==> src/rtl/bla_pkg.sv <==
// Package: shared state encoding for the bus layer retry arbiter.
// Assumes nothing beyond being compiled ahead of the modules that import it.
package bla_pkg;

    // Layer occupancy state.
    typedef enum logic [1:0] {
        LAYER_IDLE  = 2'd0,
        LAYER_BUSY  = 2'd1,
        LAYER_RETRY = 2'd2
    } layer_state_e;

endpackage

==> src/rtl/bla_wait_list.sv <==
// Module: ordered waiting list of port numbers with a membership bitmap.
// A push of a port that is already listed, or one whose number is out of
// range, is dropped. Pop removes the head. Push and pop may share a cycle,
// and the caller guarantees they never name the same port. Depth equals
// the port count, so the list cannot overflow.
module bla_wait_list #(
    parameter int DEPTH = 4,
    parameter int ID_W  = 2,
    localparam int PTR_W = (DEPTH > 1) ? $clog2(DEPTH) : 1,
    localparam int CNT_W = $clog2(DEPTH + 1)
) (
    input  logic             clk,
    input  logic             rst_n,
    input  logic             push_req,
    input  logic [ID_W-1:0]  push_id,
    input  logic             pop,
    output logic [ID_W-1:0]  head_id,
    output logic             empty,
    output logic [CNT_W-1:0] count
);

    logic [ID_W-1:0]  slot [DEPTH];
    logic [DEPTH-1:0] member;
    logic [PTR_W-1:0] rd_ptr, wr_ptr;
    logic             in_range;
    logic             push_ok;
    logic             pop_ok;

    function automatic logic [PTR_W-1:0] ptr_inc(input logic [PTR_W-1:0] p);
        return (p == PTR_W'(DEPTH - 1)) ? '0 : p + 1'b1;
    endfunction

    // Decide whether the push and the pop actually take effect.
    always_comb begin
        in_range = (int'(push_id) < DEPTH);
        push_ok  = push_req && in_range && !member[push_id];
        pop_ok   = pop && !empty;
    end

    assign head_id = slot[rd_ptr];
    assign empty   = (count == '0);

    // Store pushed entries and move the pointers.
    always_ff @(posedge clk) begin
        if (!rst_n) begin
            rd_ptr <= '0;
            wr_ptr <= '0;
            count  <= '0;
        end else begin
            if (push_ok) begin
                slot[wr_ptr] <= push_id;
                wr_ptr       <= ptr_inc(wr_ptr);
            end
            if (pop_ok)
                rd_ptr <= ptr_inc(rd_ptr);
            if (push_ok && !pop_ok)
                count <= count + 1'b1;
            else if (pop_ok && !push_ok)
                count <= count - 1'b1;
        end
    end

    // One membership bit per port: set on a push, cleared when it leaves the head.
    for (genvar g = 0; g < DEPTH; g++) begin : g_member
        always_ff @(posedge clk) begin
            if (!rst_n)
                member[g] <= 1'b0;
            else if (push_ok && int'(push_id) == g)
                member[g] <= 1'b1;
            else if (pop_ok && int'(head_id) == g)
                member[g] <= 1'b0;
        end
    end

    a_r4_no_overflow: assert property (@(posedge clk) disable iff (!rst_n)
        int'(count) <= DEPTH);

    a_r4_single_entry: assert property (@(posedge clk) disable iff (!rst_n)
        $countones(member) == int'(count));

endmodule

==> src/rtl/bla_hold_timer.sv <==
// Module: down-counter for the layer occupation time.
// A load of 0 is treated as 1. The counter stops at zero. `last` marks the
// final occupied cycle.
module bla_hold_timer #(
    parameter int TIME_W = 6
) (
    input  logic              clk,
    input  logic              rst_n,
    input  logic              load,
    input  logic [TIME_W-1:0] load_val,
    output logic [TIME_W-1:0] cnt,
    output logic              last
);

    assign last = (cnt == TIME_W'(1));

    // Load a new occupation or count the current one down.
    always_ff @(posedge clk) begin
        if (!rst_n)
            cnt <= '0;
        else if (load)
            cnt <= (load_val == '0) ? TIME_W'(1) : load_val;
        else if (cnt != '0)
            cnt <= cnt - 1'b1;
    end

endmodule

==> src/rtl/bus_layer_arbiter.sv <==
// Module: one layer of a shared bus with grant/refuse decisions and an ordered
// retry list.
// Assumes try_ok and try_hold are valid in the cycle of a granted attempt.
// At most one attempt is made per cycle, and port numbers are below NUM_PORTS.
module bus_layer_arbiter
    import bla_pkg::*;
#(
    parameter int NUM_PORTS = 4,
    parameter int TIME_W    = 6,
    localparam int ID_W  = (NUM_PORTS > 1) ? $clog2(NUM_PORTS) : 1,
    localparam int CNT_W = $clog2(NUM_PORTS + 1)
) (
    input  logic              clk,
    input  logic              rst_n,
    input  logic              try_valid,
    input  logic [ID_W-1:0]   try_port,
    input  logic              try_ok,
    input  logic [TIME_W-1:0] try_hold,
    output logic              try_grant,
    output logic              retry_valid,
    output logic [ID_W-1:0]   retry_id,
    output logic              pending
);

    layer_state_e      st, st_nxt;
    logic [ID_W-1:0]   q_head;
    logic              q_empty;
    logic [CNT_W-1:0]  q_count;
    logic              q_push, q_pop;
    logic              tmr_load, tmr_last;
    logic [TIME_W-1:0] tmr_val, tmr_cnt;
    logic              head_match;

    // Grant decision and list updates for this cycle's attempt.
    always_comb begin
        head_match = !q_empty && (try_port == q_head);
        try_grant  = try_valid &&
                     ((st == LAYER_IDLE) || (st == LAYER_RETRY && head_match));
        q_pop      = (st == LAYER_RETRY) && !(try_grant && !try_ok);
        q_push     = (try_valid && !try_grant) ||
                     (try_grant && !try_ok && st != LAYER_RETRY);
    end

    // Next layer state and the occupation timer load.
    always_comb begin
        st_nxt   = st;
        tmr_load = 1'b0;
        tmr_val  = try_hold;
        if (try_grant) begin
            st_nxt   = LAYER_BUSY;
            tmr_load = 1'b1;
        end else begin
            unique case (st)
                LAYER_RETRY: begin
                    st_nxt   = LAYER_BUSY;
                    tmr_load = 1'b1;
                    tmr_val  = TIME_W'(1);
                end
                LAYER_BUSY: begin
                    if (tmr_last)
                        st_nxt = (!q_empty || q_push) ? LAYER_RETRY : LAYER_IDLE;
                end
                default: st_nxt = st;
            endcase
        end
    end

    // State register.
    always_ff @(posedge clk) begin
        if (!rst_n)
            st <= LAYER_IDLE;
        else
            st <= st_nxt;
    end

    bla_wait_list #(.DEPTH(NUM_PORTS), .ID_W(ID_W)) u_list (
        .clk      (clk),
        .rst_n    (rst_n),
        .push_req (q_push),
        .push_id  (try_port),
        .pop      (q_pop),
        .head_id  (q_head),
        .empty    (q_empty),
        .count    (q_count)
    );

    bla_hold_timer #(.TIME_W(TIME_W)) u_timer (
        .clk      (clk),
        .rst_n    (rst_n),
        .load     (tmr_load),
        .load_val (tmr_val),
        .cnt      (tmr_cnt),
        .last     (tmr_last)
    );

    assign retry_valid = (st == LAYER_RETRY);
    assign retry_id    = q_head;
    assign pending     = (st != LAYER_IDLE) || !q_empty;

    a_r5_busy_timed: assert property (@(posedge clk) disable iff (!rst_n)
        (st == LAYER_BUSY) |-> (tmr_cnt != '0));

    a_r8_retry_has_head: assert property (@(posedge clk) disable iff (!rst_n)
        (st == LAYER_RETRY) |-> !q_empty);

    a_r9_window_one_cycle: assert property (@(posedge clk) disable iff (!rst_n)
        (st == LAYER_RETRY) |=> (st != LAYER_RETRY));

    a_r6_head_removed: assert property (@(posedge clk) disable iff (!rst_n)
        (st == LAYER_RETRY && try_grant && try_ok) |=>
        (int'(q_count) == int'($past(q_count)) - 1));

    a_r7_head_kept: assert property (@(posedge clk) disable iff (!rst_n)
        (st == LAYER_RETRY && try_grant && !try_ok) |=>
        (q_count == $past(q_count) && q_head == $past(q_head)));

endmodule

==> config.mk <==
export PLATFORM = sky130hd
export DESIGN_NAME = bus_layer_arbiter
export DESIGN_NICKNAME = d
export VERILOG_FILES = /design/src/rtl/bla_pkg.sv /design/src/rtl/bla_wait_list.sv /design/src/rtl/bla_hold_timer.sv /design/src/rtl/bus_layer_arbiter.sv
export SDC_FILE = /design/constraint.sdc
export NUM_CORES = 1
export LEC_CHECK = 0
export BUFFER_PORTS_ARGS = -buffer_cell sky130_fd_sc_hd__buf_2
export CAP_MARGIN = 20
export CORE_MARGIN = 4
export CORE_UTILIZATION = 35
export DETAILED_ROUTE_END_ITERATION = 7
export PLACE_DENSITY_LB_ADDON = 0.3
export SLEW_MARGIN = 20
export SYNTH_ARGS = -nofsm -noshare
export SYNTH_HDL_FRONTEND = slang
export SYNTH_SLANG_ARGS = --single-unit
export TNS_END_PERCENT = 100
==> constraint.sdc <==
create_clock -name clk -period 3.1 [get_ports clk]
set_input_delay 0.31 -clock clk [delete_from_list [all_inputs] [get_ports clk]]
set_output_delay 0.31 -clock clk [all_outputs]
set_load 0.03 [all_outputs]
# Yosys cells after proc, flatten, opt, wreduce, memory -nomap -nowiden
# Memory sizes are Yosys's and may differ from the RTL's. A register that Yosys moved wholly into a read port is not among the register bits.
# Index checks and enable logic that the tools add are counted.
word_totals:
  latch_bits: 0
  out_inout_bits: 5
  memories: 1
  ram_bits: 8
  regBits: 19
  word_cells: 111
  mem_bits_ro: 0
op_classes:
  add_sub_neg: 5
  reduce_logical: 48
  eq_ne: 15
  bitwise_logic: 1
  magnitude_cmp: 1
  div: 0
  mul: 0
  shifts: 0
  muxes: 30
mem_list:
  columns: ["memory", "words", "width", "read_ports", "rd_clocked_by_memory_dff", "write_ports", "line", "source"]
  rows:
  - ["u_list.slot", 4, 2, 1, 1, 1, "bla_wait_list.sv:22", "logic [ID_W-1:0] slot [DEPTH];"]
ops:
  columns: ["operator", "count"]
  rows:
  - ["$mux W6", 5]
  - ["$logic_and A1 B1 Y1", 19]
  - ["$reduce_bool A2 Y1", 8]
  - ["$mux W1", 15]
  - ["$eq A2 B2 Y1 const B", 7]
  - ["$mux W2", 6]
  - ["$logic_not A1 Y1", 7]
  - ["$eq A2 B1 Y1 const B", 3]
  - ["$eq A6 B1 Y1 const B", 1]
  - ["$logic_not A2 Y1", 3]
  - ["$logic_not A6 Y1", 1]
  - ["$mux W3", 2]
  - ["$reduce_bool A6 Y1", 1]
  - ["$sub A6 B1 Y6 const B", 1]
  - ["$add A2 B1 Y2 const B", 2]
  - ["$logic_or A1 B1 Y1", 4]
  - ["$ne A2 B2 Y1 const B", 2]
  - ["$pmux W2 S2", 1]
  - ["$reduce_and A2 Y1", 2]
  - ["$add A3 B1 Y3 const B", 1]
  - ["$logic_not A3 Y1", 1]
  - ["$lt A2 B3 Y1 const B", 1]
  - ["$ne A3 B3 Y1 const B", 1]
  - ["$reduce_bool A3 Y1", 1]
  - ["5 further kinds", 5]

# Logic depth before layout (Yosys ltp)
logic_depth:
  word_depth: 14
  mapped_depth: 11

# Cells and area by module
# A second synthesis with hierarchy kept.
unflattened:
  hier_cells: 151
  hier_area_um2: 1541.5
by_module_without_submodules:
  columns: ["mod", "area_per_inst_um2", "n_inst", "seq_area_each_um2", "cells_per_inst"]
  rows:
  - ["bla_wait_list", 948.4, 1, 500.5, 78]
  - ["bla_hold_timer", 371.6, 1, 120.1, 43]
  - ["bus_layer_arbiter", 221.5, 1, 40.0, 30]

# Worst setup path before layout
# Ideal clock, no wire load.
synth_timing:
  kind: "reg2reg"
  start: "register (tool-made name)"
  end: "register u_list.count[2]"
  t_arrival_ps: 2799
  path_stages_with_launch: 11
  required_time_ps: 3024
  setup_slack_ps: 225
  n_path_buf: 1
  setup_ps: 76
  cell_sequence: "dfxtp_1 -> mux4_2 -> xnor2_4 -> a31oi_2 -> buf_6 -> ha_1 -> inv_1 -> fa_1 -> xor2_1 -> or3_1 -> a21boi_0"
synth_lines:
  columns: ["item", "line", "source"]
  rows:
  - ["end signal, assigned", "bla_wait_list.sv:57", "count <= count + 1'b1;"]
  - ["end signal, assigned", "bla_wait_list.sv:59", "count <= count - 1'b1;"]
  - ["end, declared", "bla_wait_list.sv:19", "output logic [CNT_W-1:0] count"]

==> impl_results.md <==
- Max Slew Vio Count: 0
- WL final: 3003 µm
- Synth area leaders: dfxtp_1, edfxtp_1, ha_1
- Layout area overhead: 17.51%
- Number of setup violations in the final report: 0
- Crit Path Category: flop to flop
- Top-count cell post-synth: dfxtp_1
- First-pass GRT wire length: 5140 µm
- CP endpoint kind: flop
- Synth Net Count: 174
- Total Power: 1.313 mW
- Largest net degree at the start of global routing: 31
- Initial DRC Count: 86
- Grt ovf: 0
- Pwr dens: 704.0 nW/µm²
- DRC Markers: 0
- Area post-placement: 1720 µm²
- Relative slew slack: 65.67%
- Total clock buffers created by CTS: 5
- Post-CTS Hold Fix Bufs: 0
- Final TNS setup: 0 ns
- Die H: 75.33 µm
- Worst-path cell chain: mux4_2, xnor2_4, a41oi_4, inv_1, ha_1, inv_1, fa_1, xor2_1, or3_1, a21boi_1
- Total GRT Usage: 12.08%
- Antenna Nets Post-Route: 0
- HP Class: primary input to flop
- Port bufs: 16
- Rows: 24
- Number of global-route vias before repair: 1167
- Initial Util: 36.19%
- Core area: 4384 µm²
- Clk sinks: 29
- Worst IR Drop VDD: 0.2425 mV
- Cell area after synthesis: 1587 µm²
- Area share of the leading cell type in the synthesized netlist: 26.50%
- Wire per inst: 13.00 µm
- Fin area: 1864 µm²
- Top cell by count, worst path: inv_1
- CTS tree: yes
- Die W: 75.33 µm
- First-pass DRT Iterations: 4
- Syn_area_per_cell: 10.37 µm²
- Cells after synthesis: 153
- Period utilization: 92.23%
- Synth unique cells: 42
- Worst-Skew Late Latency: 0.29 ns
- Crit path DAT: 3.06 ns
- Slew @ Worst Pin: 0.5103 ns
- # diodes: 0
- Required @ worst endpoint: 3.30 ns
- RSZ-0062 raised after global routing: no
- Crit-path max FO: 8
- Vias per cell: 5.048
- Placer Congestion: 0.8104
- Minimum clock period: 2.859 ns
- H-tree Lvls: 2
- Final Hold Viols: 0
- Clk buf depth: 2
- Crit path launch type: flop
- Post-DP HPWL: 2120 µm
- Yosys warns: 0
- Post-synth top flop: dfxtp_1
- Seq/Total Area, Yosys: 41.64%
- Clock root cell: clkbuf_8
- Vias post-DR: 1166
- Async set-reset flop share out of synthesis: 0%
- Number of max-cap violations: 0
- Pleak: 0.7654 nW
- Die area: 5674 µm²
- Synth area leader: dfxtp_1
- Post-synth EDFFs: 8
- Share of post-route cells with drive strength above 1: 24.02%
- Initial antenna violation count: 0
- CTS clock-pin slew for the worst setup and hold paths: 0.07 ns
- Setup Skew: 0.01415 ns
- Post-synth top cells: dfxtp_1, nor2_1, nand2_1, inv_1
- Max incr delay on CP: 0.61 ns
- Highest clock rate: 349.8 MHz
- Nets: 199
- Status: finished clean
- Top-Level Pins: 17
- Critical Path Slowest Stage Cell: mux4_2
- Yosys reg bits: 29
[sequential cells by signal, indices dropped and copies added, names as in the netlist, named ones only]
register,cells
u_list.slot,8
u_timer.cnt,6
u_list.member,4
u_list.count,3
st,2
u_list.rd_ptr,2
u_list.wr_ptr,2
[stage by stage]
step / hold slack (ns) / instances / util, % / setup WS (ns)
2_1_floorplan: 0.4089 / 153 / - / 0.2254
3_3_place_gp: 0.4368 / 218 / 39.24 / 0.2674
3_5_place_dp: 0.4444 / 218 / 39.24 / 0.1522
4_1_cts: 0.2722 / 226 / 41.67 / 0.1560
5_1_grt: 0.2789 / 231 / 42.52 / 0.02618
6_report: 0.2761 / 231 / 42.52 / 0.2410
[cells by family after synthesis]
group	after synthesis	share of synthesized area (%)
and+or+nand+nor	59	19.40
DFF	29	41.64
AOI/OAI and AO/OA	25	13.17
buffers and inverters	15	4.021
adders and majority gates	9	7.571
xor gates and xnor gates	8	6.782
muxes	8	7.413
[where the power goes]
part / switching (mW) / leakage (nW) / internal [mW]
combinational: 0.226 / 0.468 / 0.202
clock: 0.141 / 0.0528 / 0.237
sequential: 0.0596 / 0.245 / 0.448
[routing by layer]
layer  global-route usage (%)  share of wire (%)  routed length [µm]  vias up
li1                         -                  -                   -      601
met2                    17.83                 46                1372       25
met1                    16.01                 48                1446      535
met4                    6.408                2.0                  59        0
met3                    3.430                4.1                 123        5
met5                        0                  0                   0        -
[repair_timing]
action | CTS | global route
setup buffers | 0 | 5
hold endpoints to repair | 0 | 0
resized for setup | 0 | 1
setup endpoints to repair | 0 | 1
[worst max-delay path: cells and delay by family (launching register included)]
kind	cells	cell delay (ns)
multiplexers	1	0.61
AO/OA/AOI/OAI	2	0.34
buffers and inverters	2	0.18
adder cells (fa/ha/maj)	2	0.55
XOR/XNOR	2	0.43
AND/OR/NAND/NOR	1	0.31
flip-flops	1	0.37
[worst paths after layout]
path	cells after the start	to	slack, ns	start
setup reg to reg	10	u_list.count[2]	0.24	flop
setup / recovery	10	u_list.count[2]	0.24	flop
hold / removal	3	u_timer.cnt[4]	0.28	try_hold[4]
hold reg to reg	2	u_list.member[1]	0.45	u_list.member[1]
[cell usage in the layout (no fill, tap or decap), types with 3 or more instances in the layout]
cell / count
mux4_2: 3
edfxtp_1: 8
nor2_1: 16
xnor2_1: 5
a21oi_1: 3
inv_1: 9
o21ai_0: 6
dfxtp_1: 21
buf_2: 16
ha_1: 8
clkbuf_8: 5
nor2b_1: 3
nor3_1: 4
nand3_1: 6
buf_4: 7
a31oi_1: 3
and3_2: 3
nand2_1: 12
mux2i_1: 5
nor3b_1: 4
[layout make-up]
type                    count  area, µm²
fillers                   423       2520
multi-input cells         109      862.1
flip-flops and latches     29      660.6
repair buffers             23      132.6
clock buffers               6      72.57
well taps                  52      65.06
inverters                  10      37.54
clock inverters             2      33.78
Note: power is estimated with default switching activity, not from simulation.
